<file path="src/rtl/bpr_pkg.sv">
package bpr_pkg;
  localparam int STS_PDPE = 0;
  localparam int STS_PSSE = 1;
  localparam int STS_SDPE = 2;
  localparam int NSTS     = 3;

  // Result of one bus parity check, valid the clock after a phase
  typedef struct packed {
    logic addr_seen;
    logic data_seen;
    logic tag;
    logic addr_err;
    logic data_err;
  } par_chk_t;
endpackage

</file>
<file path="src/rtl/bpr_par_chk.sv">
module bpr_par_chk
  import bpr_pkg::*;
#(
  parameter int AD_W = 32,
  parameter int BE_W = AD_W / 8
) (
  input  logic            clk,
  input  logic            rst,
  input  logic [AD_W-1:0] ad,
  input  logic [BE_W-1:0] cbe,
  input  logic            par,
  input  logic            addr_ph,
  input  logic            data_ph,
  input  logic            tag,
  output par_chk_t        res
);
  logic exp_q, addr_q, data_q, tag_q;

  always_ff @(posedge clk) begin
    if (rst) begin
      exp_q  <= 1'b0;
      addr_q <= 1'b0;
      data_q <= 1'b0;
      tag_q  <= 1'b0;
    end else begin
      exp_q  <= ^{ad, cbe};
      addr_q <= addr_ph;
      data_q <= data_ph;
      tag_q  <= tag;
    end
  end

  logic mismatch;
  assign mismatch = exp_q ^ par;

  always_comb begin
    res.addr_seen = addr_q;
    res.data_seen = data_q;
    res.tag       = tag_q;
    res.addr_err  = addr_q & mismatch;
    res.data_err  = data_q & mismatch;
  end
endmodule

</file>
<file path="src/rtl/bpr_err_policy.sv">
module bpr_err_policy
  import bpr_pkg::*;
(
  input  logic            clk,
  input  logic            rst,
  input  par_chk_t        pri,
  input  par_chk_t        sec,
  input  logic            cmd_perr_en,
  input  logic            cmd_serr_en,
  input  logic            bctl_perr_en,
  output logic [NSTS-1:0] sts_set,
  output logic            sec_claim,
  output logic            perr_n,
  output logic            serr_n,
  output logic            cfg_commit
);
  logic pri_cfg_err, serr_req, perr_req, claim_d, commit_d;
  logic unused_sec_data;
  assign unused_sec_data = sec.data_seen ^ sec.data_err;

  always_comb begin
    pri_cfg_err = pri.data_err & pri.tag;
    serr_req    = cmd_serr_en & ((pri.addr_err & cmd_perr_en) |
                                 (sec.addr_err & bctl_perr_en));
    perr_req    = pri_cfg_err & cmd_perr_en;
    claim_d     = sec.addr_seen & sec.tag & ~(sec.addr_err & bctl_perr_en);
    commit_d    = pri.data_seen & pri.tag;
    sts_set           = '0;
    sts_set[STS_PDPE] = pri.addr_err | pri_cfg_err;
    sts_set[STS_PSSE] = serr_req;
    sts_set[STS_SDPE] = sec.addr_err;
  end

  always_ff @(posedge clk) begin
    if (rst) begin
      sec_claim  <= 1'b0;
      perr_n     <= 1'b1;
      serr_n     <= 1'b1;
      cfg_commit <= 1'b0;
    end else begin
      sec_claim  <= claim_d;
      perr_n     <= ~perr_req;
      serr_n     <= ~serr_req;
      cfg_commit <= commit_d;
    end
  end
endmodule

</file>
<file path="src/rtl/bpr_sts_bits.sv">
module bpr_sts_bits #(
  parameter int N = 3
) (
  input  logic         clk,
  input  logic         rst,
  input  logic [N-1:0] set,
  input  logic [N-1:0] clr,
  output logic [N-1:0] sts
);
  for (genvar i = 0; i < N; i++) begin : g_bit
    always_ff @(posedge clk) begin
      if (rst)         sts[i] <= 1'b0;
      else if (set[i]) sts[i] <= 1'b1;
      else if (clr[i]) sts[i] <= 1'b0;
    end
  end
endmodule

</file>
<file path="src/rtl/bpr_unit.sv">
module bpr_unit
  import bpr_pkg::*;
#(
  parameter int AD_W = 32,
  parameter int BE_W = AD_W / 8
) (
  input  logic            clk,
  input  logic            rst,
  input  logic [AD_W-1:0] pri_ad,
  input  logic [BE_W-1:0] pri_cbe,
  input  logic            pri_par,
  input  logic            pri_addr_ph,
  input  logic            pri_data_ph,
  input  logic            pri_cfg0_wr,
  input  logic [AD_W-1:0] sec_ad,
  input  logic [BE_W-1:0] sec_cbe,
  input  logic            sec_par,
  input  logic            sec_addr_ph,
  input  logic            sec_hit,
  input  logic            cmd_perr_en,
  input  logic            cmd_serr_en,
  input  logic            bctl_perr_en,
  input  logic [NSTS-1:0] sts_clr,
  output logic [NSTS-1:0] err_sts,
  output logic            sec_claim,
  output logic            perr_n,
  output logic            serr_n,
  output logic            cfg_commit
);
  par_chk_t        pri_res, sec_res;
  logic [NSTS-1:0] sts_set;
  logic            sec_aerr;

  bpr_par_chk #(.AD_W(AD_W), .BE_W(BE_W)) u_pri_chk (
    .clk(clk), .rst(rst), .ad(pri_ad), .cbe(pri_cbe), .par(pri_par),
    .addr_ph(pri_addr_ph), .data_ph(pri_data_ph), .tag(pri_cfg0_wr),
    .res(pri_res)
  );

  bpr_par_chk #(.AD_W(AD_W), .BE_W(BE_W)) u_sec_chk (
    .clk(clk), .rst(rst), .ad(sec_ad), .cbe(sec_cbe), .par(sec_par),
    .addr_ph(sec_addr_ph), .data_ph(1'b0), .tag(sec_hit),
    .res(sec_res)
  );

  assign sec_aerr = sec_res.addr_err;

  bpr_err_policy u_policy (
    .clk(clk), .rst(rst), .pri(pri_res), .sec(sec_res),
    .cmd_perr_en(cmd_perr_en), .cmd_serr_en(cmd_serr_en),
    .bctl_perr_en(bctl_perr_en), .sts_set(sts_set),
    .sec_claim(sec_claim), .perr_n(perr_n), .serr_n(serr_n),
    .cfg_commit(cfg_commit)
  );

  bpr_sts_bits #(.N(NSTS)) u_sts (
    .clk(clk), .rst(rst), .set(sts_set), .clr(sts_clr), .sts(err_sts)
  );
endmodule

</file>
<file path="config.mk">
export PLATFORM = sky130hd
export DESIGN_NAME = bpr_unit
export DESIGN_NICKNAME = d
export VERILOG_FILES = /design/src/rtl/bpr_pkg.sv /design/src/rtl/bpr_par_chk.sv /design/src/rtl/bpr_err_policy.sv /design/src/rtl/bpr_sts_bits.sv /design/src/rtl/bpr_unit.sv
export SDC_FILE = /design/constraint.sdc
export NUM_CORES = 1
export LEC_CHECK = 0
export BUFFER_PORTS_ARGS = -buffer_cell sky130_fd_sc_hd__buf_4
export CORE_MARGIN = 2
export CORE_UTILIZATION = 42
export CTS_BUF_LIST = sky130_fd_sc_hd__clkbuf_2 sky130_fd_sc_hd__clkbuf_4 sky130_fd_sc_hd__clkbuf_8
export CTS_CLUSTER_SIZE = 10
export DETAILED_ROUTE_END_ITERATION = 12
export PLACE_DENSITY = 0.87
export SLEW_MARGIN = 20
export SYNTH_ARGS = -nofsm -noshare
export SYNTH_HDL_FRONTEND = slang
export SYNTH_SLANG_ARGS = --single-unit
export TNS_END_PERCENT = 1
</file>
<file path="constraint.sdc">
create_clock -name clk -period 3.5 [get_ports clk]
set_input_delay 0.7 -clock clk [delete_from_list [all_inputs] [get_ports clk]]
set_output_delay 0.7 -clock clk [all_outputs]
set_load 0.03 [all_outputs]
</file>
==> impl_metrics.tcl, run 1 <==
set metrics [dict create \
    grt_pass1_wl_um 3630 \
    worstSetupEndpointType "flop" \
    share_of_power_burned_in_registers 0.288 \
    clock-skew-final_ps 3.58 \
    gr-max-usage-layer "met2" \
    launching_element_type_of_the_critical_path "primary input" \
    cp_cell_sequence "buf_4 -> xor2_1 -> xnor2_1 -> xnor2_1 -> xnor3_1 -> mux2_4" \
    initialDrtViolationCount 3 \
    detailedPlace.worstSlack_ps 1330 \
    timing_max_transition_violations_final 0 \
    place_hpwl_um 2290 \
    leakage_nw 0.869 \
    grt_use_total 0.165 \
    drtPass1Iterations 4 \
    synth_sequential_area_ratio 0.257 \
    area_growth_pct 69.3 \
    n_antenna_cell 0 \
    slew_headroom 0.857 \
    grtUsageMet1 0.151 \
    dr_total_vias 1054 \
    clkLatencyLatePin_ps 270 \
    drv.max_cap_violation_count 0 \
    mappedNetlistArea_um2 1090 \
    proportion_of_power_drawn_by_the_clock_network 0.137 \
    drc 0 \
    cts_repair_resize_count 0 \
    worstPathRequired_ps 3670 \
    grtUsageMet3 0.0376 \
    ctsLongestPathBuffers 2 \
    finalSetupViolCount 0 \
    total_power_mw 0.639 \
    core_area_um2 2480 \
    globalplace.congestion 0.718 \
    buffer_ports.inserted 93 \
    cts.repair_timing.setup_buffer_count 0 \
    ctsRootBufferMaster "sky130_fd_sc_hd__clkbuf_4" \
    layout_min_cycle_time_ps 1880 \
    synth_area_per_cell_um2 9.90 \
    net-switching-power_mw 0.175 \
    max_freq_ghz 0.533 \
    dieWidth_um 54.9 \
    yosys_warnings 0 \
    most_flop_heavy_register "u_sts.sts" \
    holdCritPathClass "flop to flop" \
    critPathMaxFanout 1 \
    hold_viol_final 0 \
    largest_reg_flops 3 \
    tns_ps 0 \
    grt.overflow.total 0 \
    wl_um 2470 \
    most_prevalent_standard_cell_on_the_critical_path "sky130_fd_sc_hd__xnor2_1" \
    crit_family "XOR/XNOR gates" \
    yosysTopAreaCellShare 0.434 \
    post_synth_inst_count 110 \
    crit_type "primary input to flop" \
    synth_area_leaders "sky130_fd_sc_hd__xnor2_1 43%, sky130_fd_sc_hd__dfxtp_1 26%, sky130_fd_sc_hd__xnor3_1 8.3%" \
    final_util 0.744 \
    detail_route.vias_per_cell 4.49 \
    setup_slack_ps 1630 \
    start_util 0.439 \
    sw_frac_of_total 0.273 \
    clock-sinks 14 \
    power.combinational.fraction 0.575 \
    timing.hold.ws_ps 453 \
    floorplan.io_pins 94 \
    worstPathBufferInverterCount 1 \
    yosys.cell_types.count 16 \
    final.period_utilization 0.536 \
    worst_setup_hold_path_clk_slew_ps 80 \
    met2_usage 0.349 \
    worst_ir_drop_vdd_mv 0.252 \
    layout-drive-gt1-share 0.478 \
    htreeDepth 1 \
    synthesis.nets 197 \
    grt_max_degree 16 \
    number_of_hold_buffers_added_after_cts 0 \
    signal_arrival_time_at_the_worst_endpoint_ps 2040 \
    drt.antenna.violating_nets 0 \
    critPathMaxStageDelay_ps 430 \
    num-nets-final 294 \
    setup_repair_after_global_routing_missed_its_margin "no" \
    power.internal_mw 0.464 \
    tightest_slew_ps 214 \
    wire_per_inst_um 10.5 \
    cts_tree "done" \
    cell_rows 18 \
    total_clock_buffers_created_by_cts 3 \
    first_global_vias 1001 \
    crit_path_max_delay_cell_type "sky130_fd_sc_hd__xnor3_1" \
    powerDensity_nw_per_um2 347 \
    register_bit_count_reported_by_yosys 14 \
    synthDominantAreaCellType "sky130_fd_sc_hd__xnor2_1" \
    outcome "finished, final reports clean" \
    die_area_um2 3020 \
    chipHeight_um 54.9 \
    antenna_found_initial 0 \
]
==> final cells by class <==
class                   count  area, µm²
multi-input cells          94        801
repair buffers             93        698
clock buffers               3       22.5
well taps                  30       37.5
fillers                   196        634
flip-flops and latches     14        280
inverters                   1       3.75
==> worst paths after layout <==
| check | slack (ps) | startpoint | to | cells after the start |
|---|---|---|---|---|
| setup / recovery | 1630 | sec_ad[22] | u_sec_chk.exp_q | 6 |
| hold / removal | 450 | u_pri_chk.tag_q | u_policy.cfg_commit | 2 |
| setup reg to reg | 2530 | u_pri_chk.exp_q | u_sts.sts[1] | 5 |
| hold reg to reg | 450 | u_pri_chk.tag_q | u_policy.cfg_commit | 2 |
==> routing by layer <==
metal | share of wire | vias up
met4 | 0.0065 | 0
met2 | 0.56 | 61
met3 | 0.099 | 2
met1 | 0.33 | 457
met5 | 0 | -
li1 | - | 534
==> Yosys cell counts <==
library cell,n
sky130_fd_sc_hd__a21oi_1,2
sky130_fd_sc_hd__and4b_1,1
sky130_fd_sc_hd__clkbuf_1,1
sky130_fd_sc_hd__dfxtp_1,14
sky130_fd_sc_hd__inv_1,1
sky130_fd_sc_hd__mux2_4,2
sky130_fd_sc_hd__nand2_1,4
sky130_fd_sc_hd__nand2b_1,1
sky130_fd_sc_hd__nand3_1,3
sky130_fd_sc_hd__nand3b_1,1
sky130_fd_sc_hd__nor2_1,5
sky130_fd_sc_hd__nor2b_1,8
sky130_fd_sc_hd__o21ai_0,1
sky130_fd_sc_hd__xnor2_1,54
sky130_fd_sc_hd__xnor3_1,4
sky130_fd_sc_hd__xor2_1,8
==> power groups by stage <==
| stage | registers [mW] | logic, mW | clock network (mW) |
|---|---|---|---|
| 2_1_floorplan | 0.195 | 0.252 | 0 |
| 3_3_place_gp | 0.187 | 0.362 | 0 |
| 3_5_place_dp | 0.187 | 0.373 | 0 |
| 4_1_cts | 0.184 | 0.373 | 0.0910 |
| 5_1_grt | 0.186 | 0.394 | 0.0953 |
| 6_report | 0.184 | 0.367 | 0.0875 |
==> cells by family (layout without fill, tap and decap cells) <==
group,Yosys count,count (layout),share of synthesized area
xor gates and xnor gates,66,66,0.582
DFF,14,14,0.257
buffers and inverters,2,97,0.00689
muxes,2,2,0.0276
AOI/OAI and AO/OA,3,3,0.0138
and+or+nand+nor,23,23,0.113
==> worst reg2reg max path, stage by stage (launching register included) <==
cell                       delay (ps)
sky130_fd_sc_hd__dfxtp_1          340
sky130_fd_sc_hd__xor2_1           220
sky130_fd_sc_hd__nand3_1          110
sky130_fd_sc_hd__nand2_1           80
sky130_fd_sc_hd__nand3b_1          90
sky130_fd_sc_hd__nand2_1           80
==> cell usage in the layout, fill, tap and decap left out <==
| cell type | synthesis | routed |
|---|---|---|
| sky130_fd_sc_hd__nor2_1 | 5 | 5 |
| sky130_fd_sc_hd__and4b_1 | 1 | 1 |
| sky130_fd_sc_hd__nand3_1 | 3 | 3 |
| sky130_fd_sc_hd__a21oi_1 | 2 | 2 |
| sky130_fd_sc_hd__mux2_4 | 2 | 2 |
| sky130_fd_sc_hd__nand2b_1 | 1 | 1 |
| sky130_fd_sc_hd__xnor2_1 | 54 | 54 |
| sky130_fd_sc_hd__xor2_1 | 8 | 8 |
| sky130_fd_sc_hd__o21ai_0 | 1 | 1 |
| sky130_fd_sc_hd__inv_1 | 1 | 1 |
| sky130_fd_sc_hd__nor2b_1 | 8 | 8 |
| sky130_fd_sc_hd__nand3b_1 | 1 | 1 |
| sky130_fd_sc_hd__buf_4 | 0 | 93 |
| sky130_fd_sc_hd__clkbuf_4 | 0 | 3 |
| sky130_fd_sc_hd__xnor3_1 | 4 | 4 |
| sky130_fd_sc_hd__dfxtp_1 | 14 | 14 |
| sky130_fd_sc_hd__nand2_1 | 4 | 4 |
==> through the flow <==
stage | area (µm²) | std cells
after floorplan | 1090 | 110
after global placement | 1820 | 232
after detailed placement | 1820 | 232
after CTS | 1840 | 235
after global routing | 1840 | 235
final | 1840 | 235
Note: power is estimated with default switching activity, not from simulation.
==> run 2: changes to the inputs <==
--- a/config.mk
+++ b/config.mk
@@ -6,12 +6,13 @@
 export NUM_CORES = 1
 export LEC_CHECK = 0
 export BUFFER_PORTS_ARGS = -buffer_cell sky130_fd_sc_hd__buf_4
+export CORE_ASPECT_RATIO = 2
 export CORE_MARGIN = 2
-export CORE_UTILIZATION = 42
+export CORE_UTILIZATION = 35
 export CTS_BUF_LIST = sky130_fd_sc_hd__clkbuf_2 sky130_fd_sc_hd__clkbuf_4 sky130_fd_sc_hd__clkbuf_8
 export CTS_CLUSTER_SIZE = 10
 export DETAILED_ROUTE_END_ITERATION = 12
-export PLACE_DENSITY = 0.87
+export PLACE_DENSITY = 0.78
 export SLEW_MARGIN = 20
 export SYNTH_ARGS = -nofsm -noshare
 export SYNTH_HDL_FRONTEND = slang
==> constraint.sdc (replaced) <==
create_clock -name clk -period 1.51 [get_ports clk]
set_input_delay 0.302 -clock clk [delete_from_list [all_inputs] [get_ports clk]]
set_output_delay 0.302 -clock clk [all_outputs]
set_load 0.03 [all_outputs]
==> run 2 against run 1 <==
  * The run now ends with setup timing left
  * Clock-buffer cell count unchanged
  * Cell count did not move
  * First-iteration DRC count rose to 3.3 times the previous value
  * Global-route usage barely moved
  * Critical path depth unchanged
  * Combinational power is 140% higher
  * Register-to-register slack lost 2000 ps
  * Non-clock buffer count did not move
  * Clock power rose to 3.3 times the previous value
  * Wire length up 13%
  * Via count grew 2.1%
  * Flip-flop and latch count is the same
  * Largest cell class unchanged
  * Largest power group unchanged
==> impl_metrics.tcl, run 2 (synthesis gave the netlist of run 1 again) <==
set metrics [dict create \
    outcome "complete, but fails checks" \
    failed_checks "setup timing" \
    crit_path_max_delay_cell_type "sky130_fd_sc_hd__xnor3_1" \
    chipHeight_um 82.9 \
    wl_um 2800 \
    antenna_found_initial 0 \
    crit_type "primary input to flop" \
    clock-sinks 14 \
    num-nets-final 294 \
    worstPathBufferInverterCount 1 \
    ctsLongestPathBuffers 2 \
    grtUsageMet3 0.0326 \
    first_global_vias 1207 \
    layout-drive-gt1-share 0.522 \
    number_of_hold_buffers_added_after_cts 0 \
    drv.max_cap_violation_count 0 \
    clkLatencyLatePin_ps 240 \
    launching_element_type_of_the_critical_path "primary input" \
    timing_max_transition_violations_final 0 \
    worstPathRequired_ps 1640 \
    cts_tree "done" \
    leakage_nw 0.929 \
    floorplan.io_pins 94 \
    cell_rows 28 \
    cell_count_final_fillers_out 235 \
    most_flop_heavy_register "u_sts.sts" \
    powerDensity_nw_per_um2 823 \
    layout_min_cycle_time_ps 1540 \
    min_path_cells 2 \
    met2_usage 0.349 \
    wire_per_inst_um 11.9 \
    grt_use_total 0.166 \
    hold_viol_final 0 \
    mostFrequentLayoutCell "sky130_fd_sc_hd__buf_4" \
    place_hpwl_um 2540 \
    slew_headroom 0.858 \
    n_antenna_cell 0 \
    globalplace.congestion 0.731 \
    timing.critical_path.depth 6 \
    gr-max-usage-layer "met2" \
    grt_pass1_wl_um 4620 \
    area_growth_pct 79.0 \
    largest_reg_flops 3 \
    drt.antenna.violating_nets 0 \
    worst_setup_hold_path_clk_slew_ps 50 \
    final.period_utilization 1.02 \
    max_freq_ghz 0.650 \
    drtPass1Iterations 4 \
    depth_of_the_worst_register_to_register_path 3 \
    critPathMaxStageDelay_ps 450 \
    grt.overflow.total 0 \
    final_util 0.654 \
    worstSetupEndpointType "flop" \
    total_clock_buffers_created_by_cts 3 \
    start_util 0.366 \
    cp_cell_sequence "buf_6 -> xor2_2 -> xnor2_1 -> xnor2_1 -> xnor3_1 -> mux2_4" \
    buffer_ports.inserted 93 \
    drc 0 \
    grt_max_degree 16 \
    grtUsageMet1 0.141 \
    setup_slack_ps -28.6 \
    placed_cells_incl_taps 232 \
    cts.repair_timing.setup_buffer_count 0 \
    signal_arrival_time_at_the_worst_endpoint_ps 1660 \
    core_area_um2 2980 \
    critPathMaxFanout 1 \
    layout.cells.most_common_list "88 x sky130_fd_sc_hd__buf_4, 46 x sky130_fd_sc_hd__xnor2_1, 14 x sky130_fd_sc_hd__dfxtp_1, 8 x sky130_fd_sc_hd__nor2b_1, 8 x sky130_fd_sc_hd__xnor2_2" \
    detail_route.vias_per_cell 4.58 \
    dieWidth_um 43.4 \
    crit_family "XOR/XNOR gates" \
    clock-skew-final_ps 0.636 \
    worst_ir_drop_vdd_mv 0.557 \
    dr_total_vias 1076 \
    setup_repair_after_global_routing_missed_its_margin "yes" \
    tightest_slew_ps 212 \
    finalSetupViolCount 1 \
    ctsRootBufferMaster "sky130_fd_sc_hd__clkbuf_8" \
    most_prevalent_standard_cell_on_the_critical_path "sky130_fd_sc_hd__xnor2_1" \
    holdCritPathClass "primary input to flop" \
    fillerInstances 248 \
    htreeDepth 1 \
    initialDrtViolationCount 10 \
    die_area_um2 3600 \
]
[run 2: cell counts in the layout (fill, tap and decap cells not counted)]
No cell type changed its count.
[run 2: path summary, 6_finish.rpt]
path | start | slack (ps) | to
worst max-delay path | pri_ad[13] | -30 | u_pri_chk.exp_q
worst min-delay path | cmd_perr_en | 260 | u_policy.perr_n
worst max register to register | u_sec_chk.exp_q | 540 | u_policy.sec_claim
worst min register to register | u_pri_chk.tag_q | 460 | u_policy.cfg_commit
[run 2: area by class of cell]
cell class / count / area, µm² / share of cell area
inverter: 1 / 3.75 / 0.00193
clock buffer: 3 / 41.3 / 0.0212
tap: 30 / 37.5 / 0.0193
sequential: 14 / 280 / 0.144
multi-input combinational: 94 / 868 / 0.446
timing repair buffer: 93 / 717 / 0.368
[run 2: power breakdown]
part           switching, mW  internal [mW]
Sequential            0.0172          0.411
Clock                  0.111          0.175
Combinational          0.296          0.593
Total                  0.424           1.18
[run 2: through the flow]
step	instance area, µm²	hold WS [ps]	setup slack [ps]	setup TNS (ps)	power (mW)
5_1_grt	1950	269	-82.8	-122	1.70
6_report	1950	260	-28.6	-28.6	1.60
4_1_cts	1910	259	0.722	0	1.62
3_5_place_dp	1840	455	-305	-568	1.31
3_3_place_gp	1840	433	-213	-425	1.28
2_1_floorplan	1100	374	-54.8	-110	1.04
[run 2: routing by layer]
metal	part of all wire	routed length [µm]
met4	0.012	34
met1	0.25	690
met5	0	0
met2	0.66	1840
met3	0.085	239
[run 2: repair_timing]
| action | CTS | global route |
|---|---|---|
| pin swaps | 7 | 7 |
| endpoints found under the setup margin | 2 | 2 |
| resized for setup | 6 | 6 |
==> run 3: changes to the inputs <==
--- a/config.mk
+++ b/config.mk
@@ -8,11 +8,11 @@
 export BUFFER_PORTS_ARGS = -buffer_cell sky130_fd_sc_hd__buf_4
 export CORE_ASPECT_RATIO = 2
 export CORE_MARGIN = 2
-export CORE_UTILIZATION = 35
-export CTS_BUF_LIST = sky130_fd_sc_hd__clkbuf_2 sky130_fd_sc_hd__clkbuf_4 sky130_fd_sc_hd__clkbuf_8
+export CORE_UTILIZATION = 34
+export CTS_BUF_LIST = sky130_fd_sc_hd__clkbuf_16
 export CTS_CLUSTER_SIZE = 10
 export DETAILED_ROUTE_END_ITERATION = 12
-export PLACE_DENSITY = 0.78
+export PLACE_DENSITY = 0.76
 export SLEW_MARGIN = 20
 export SYNTH_ARGS = -nofsm -noshare
 export SYNTH_HDL_FRONTEND = slang
==> run 3 against run 2 <==
  * Setup slack got worse by 10 ps
  * Total power increased by 13%
  * Clock power up 67%
  * Highest routed layer unchanged
  * Cell area is 4.9% higher
  * Critical path type unchanged
  * Non-clock buffer count did not move
  * The flow still finishes with violations (setup timing)
  * Clock-buffer cell count is the same
  * Critical path depth is the same
  * Hold slack worse by 7.0 ps
==> impl_metrics.tcl, run 3 (synthesis gave the netlist of run 1 again) <==
set metrics [dict create \
    detail_route.vias_per_cell 4.46 \
    setup_slack_ps -38.8 \
    worstPathRequired_ps 1630 \
    dpl_cell_area_um2 1840 \
    stdcell_area_um2 2040 \
    initialDrtViolationCount 3 \
    htreeDepth 1 \
    antenna_found_initial 0 \
    total_clock_buffers_created_by_cts 3 \
    placed_cells_incl_taps 233 \
    wl_um 2710 \
    max_freq_ghz 0.646 \
    num-nets-final 294 \
    first_global_vias 1197 \
    holdCritPathClass "primary input to flop" \
    timing.hold.ws_ps 253 \
    drtPass1Iterations 3 \
    grt_max_degree 16 \
    clock-sinks 14 \
    grt_pass1_wl_um 4240 \
    cts.repair_timing.setup_buffer_count 0 \
    layout_min_cycle_time_ps 1550 \
    most_flop_heavy_register "u_sts.sts" \
    clkLatencyLatePin_ps 240 \
    worst_setup_hold_path_clk_slew_ps 40 \
    dieWidth_um 44.0 \
    worstSetupEndpointType "flop" \
    leakage_nw 0.971 \
    ctsLongestPathBuffers 2 \
    total_power_mw 1.81 \
    outcome "complete, but fails checks" \
    mostFrequentLayoutCell "sky130_fd_sc_hd__buf_4" \
    tightest_slew_ps 223 \
    cell_count_final_fillers_out 237 \
    area_growth_pct 87.7 \
    launching_element_type_of_the_critical_path "primary input" \
    worst_ir_drop_vdd_mv 0.732 \
    drv.max_cap_violation_count 0 \
    clock-skew-final_ps 0.540 \
    wire_per_inst_um 11.4 \
    place_hpwl_um 2330 \
    ctsRootBufferMaster "sky130_fd_sc_hd__clkbuf_16" \
    drc 0 \
    cts_tree "done" \
    start_util 0.349 \
    layout.cells.most_common_list "85 x sky130_fd_sc_hd__buf_4, 43 x sky130_fd_sc_hd__xnor2_1, 14 x sky130_fd_sc_hd__dfxtp_1, 11 x sky130_fd_sc_hd__xnor2_2" \
    critPathMaxFanout 1 \
    slew_headroom 0.850 \
    buffer_ports.inserted 93 \
    ff2ff_setup_slack_ps 610 \
    signal_arrival_time_at_the_worst_endpoint_ps 1670 \
    crit_type "primary input to flop" \
    core_area_um2 3120 \
    dr_total_vias 1058 \
    hold_viol_final 0 \
    final.period_utilization 1.03 \
    grt.overflow.total 0 \
    setup_repair_after_global_routing_missed_its_margin "yes" \
    layout-drive-gt1-share 0.549 \
    fillerInstances 258 \
    grt_use_total 0.145 \
    timing_max_transition_violations_final 0 \
    globalplace.congestion 0.692 \
    n_antenna_cell 0 \
    chipHeight_um 84.0 \
    drt.antenna.violating_nets 0 \
    die_area_um2 3700 \
    largest_reg_flops 3 \
    detailedPlace.worstSlack_ps -260 \
    finalSetupViolCount 2 \
    cell_rows 29 \
    failed_checks "setup timing" \
    floorplan.io_pins 94 \
    powerDensity_nw_per_um2 888 \
]
run 3: changes by cell type in the layout (fill, tap and decap cells not counted):
cell / change
sky130_fd_sc_hd__buf_6: +3
sky130_fd_sc_hd__xor2_1: -3
sky130_fd_sc_hd__clkbuf_8: -3
sky130_fd_sc_hd__buf_4: -3
sky130_fd_sc_hd__clkinv_1: +1
sky130_fd_sc_hd__xor2_2: +3
sky130_fd_sc_hd__xnor2_2: +3
sky130_fd_sc_hd__clkbuf_16: +3
sky130_fd_sc_hd__xnor2_1: -3
run 3: final cells by class:
cell class / count / area (µm²) / share of cell area
Clock inverter: 1 / 3.75 / 0.00184
Sequential cell: 14 / 280 / 0.137
Inverter: 1 / 3.75 / 0.00184
Tap cell: 31 / 38.8 / 0.0190
Multi-Input combinational cell: 94 / 913 / 0.447
Clock buffer: 3 / 75.1 / 0.0367
Timing Repair Buffer: 93 / 728 / 0.356
run 3: critical path, cell delays in order:
cell,delay (ps)
sky130_fd_sc_hd__buf_6,100
sky130_fd_sc_hd__xor2_2,170
sky130_fd_sc_hd__xnor2_1,200
sky130_fd_sc_hd__xnor2_1,160
sky130_fd_sc_hd__xnor3_1,440
sky130_fd_sc_hd__mux2_4,310
run 3: power by group:
| group | switching, mW | total (mW) | internal (mW) |
|---|---|---|---|
| clock network | 0.131 | 0.479 | 0.348 |
| logic | 0.304 | 0.909 | 0.605 |
| registers | 0.0139 | 0.426 | 0.412 |
run 3: repair_timing:
| item | CTS | global route |
|---|---|---|
| endpoints found under the hold margin | 0 | 0 |
| setup endpoints to repair | 2 | 2 |
| gates resized for setup | 2 | 19 |
| hold buffers | 0 | 0 |
| cloned | 0 | 0 |
| pin swaps | 0 | 15 |
run 3: worst paths after layout:
path	start	to	cells past startpoint
max	pri_ad[30]	u_pri_chk.exp_q	6
max reg2reg	u_pri_chk.exp_q	u_policy.serr_n	4
min	cmd_perr_en	u_policy.perr_n	2
min reg2reg	u_pri_chk.tag_q	u_policy.cfg_commit	2
run 3: through the flow:
stage / util / TNS (ps)
finish: 0.655 / -52.8
CTS: 0.619 / -7.53
global route: 0.655 / -148
global placement: 0.589 / -432
floorplan: - / -110
detailed placement: 0.589 / -504
run 3: routing by layer:
metal	share of wire	GRT usage	wire length (µm)	vias to the layer above
met3	0.083	0.0216	224	6
li1	-	-	-	532
met2	0.62	0.311	1670	63
met1	0.28	0.118	753	457
met4	0.022	0.0386	60	0
met5	0	0	0	-
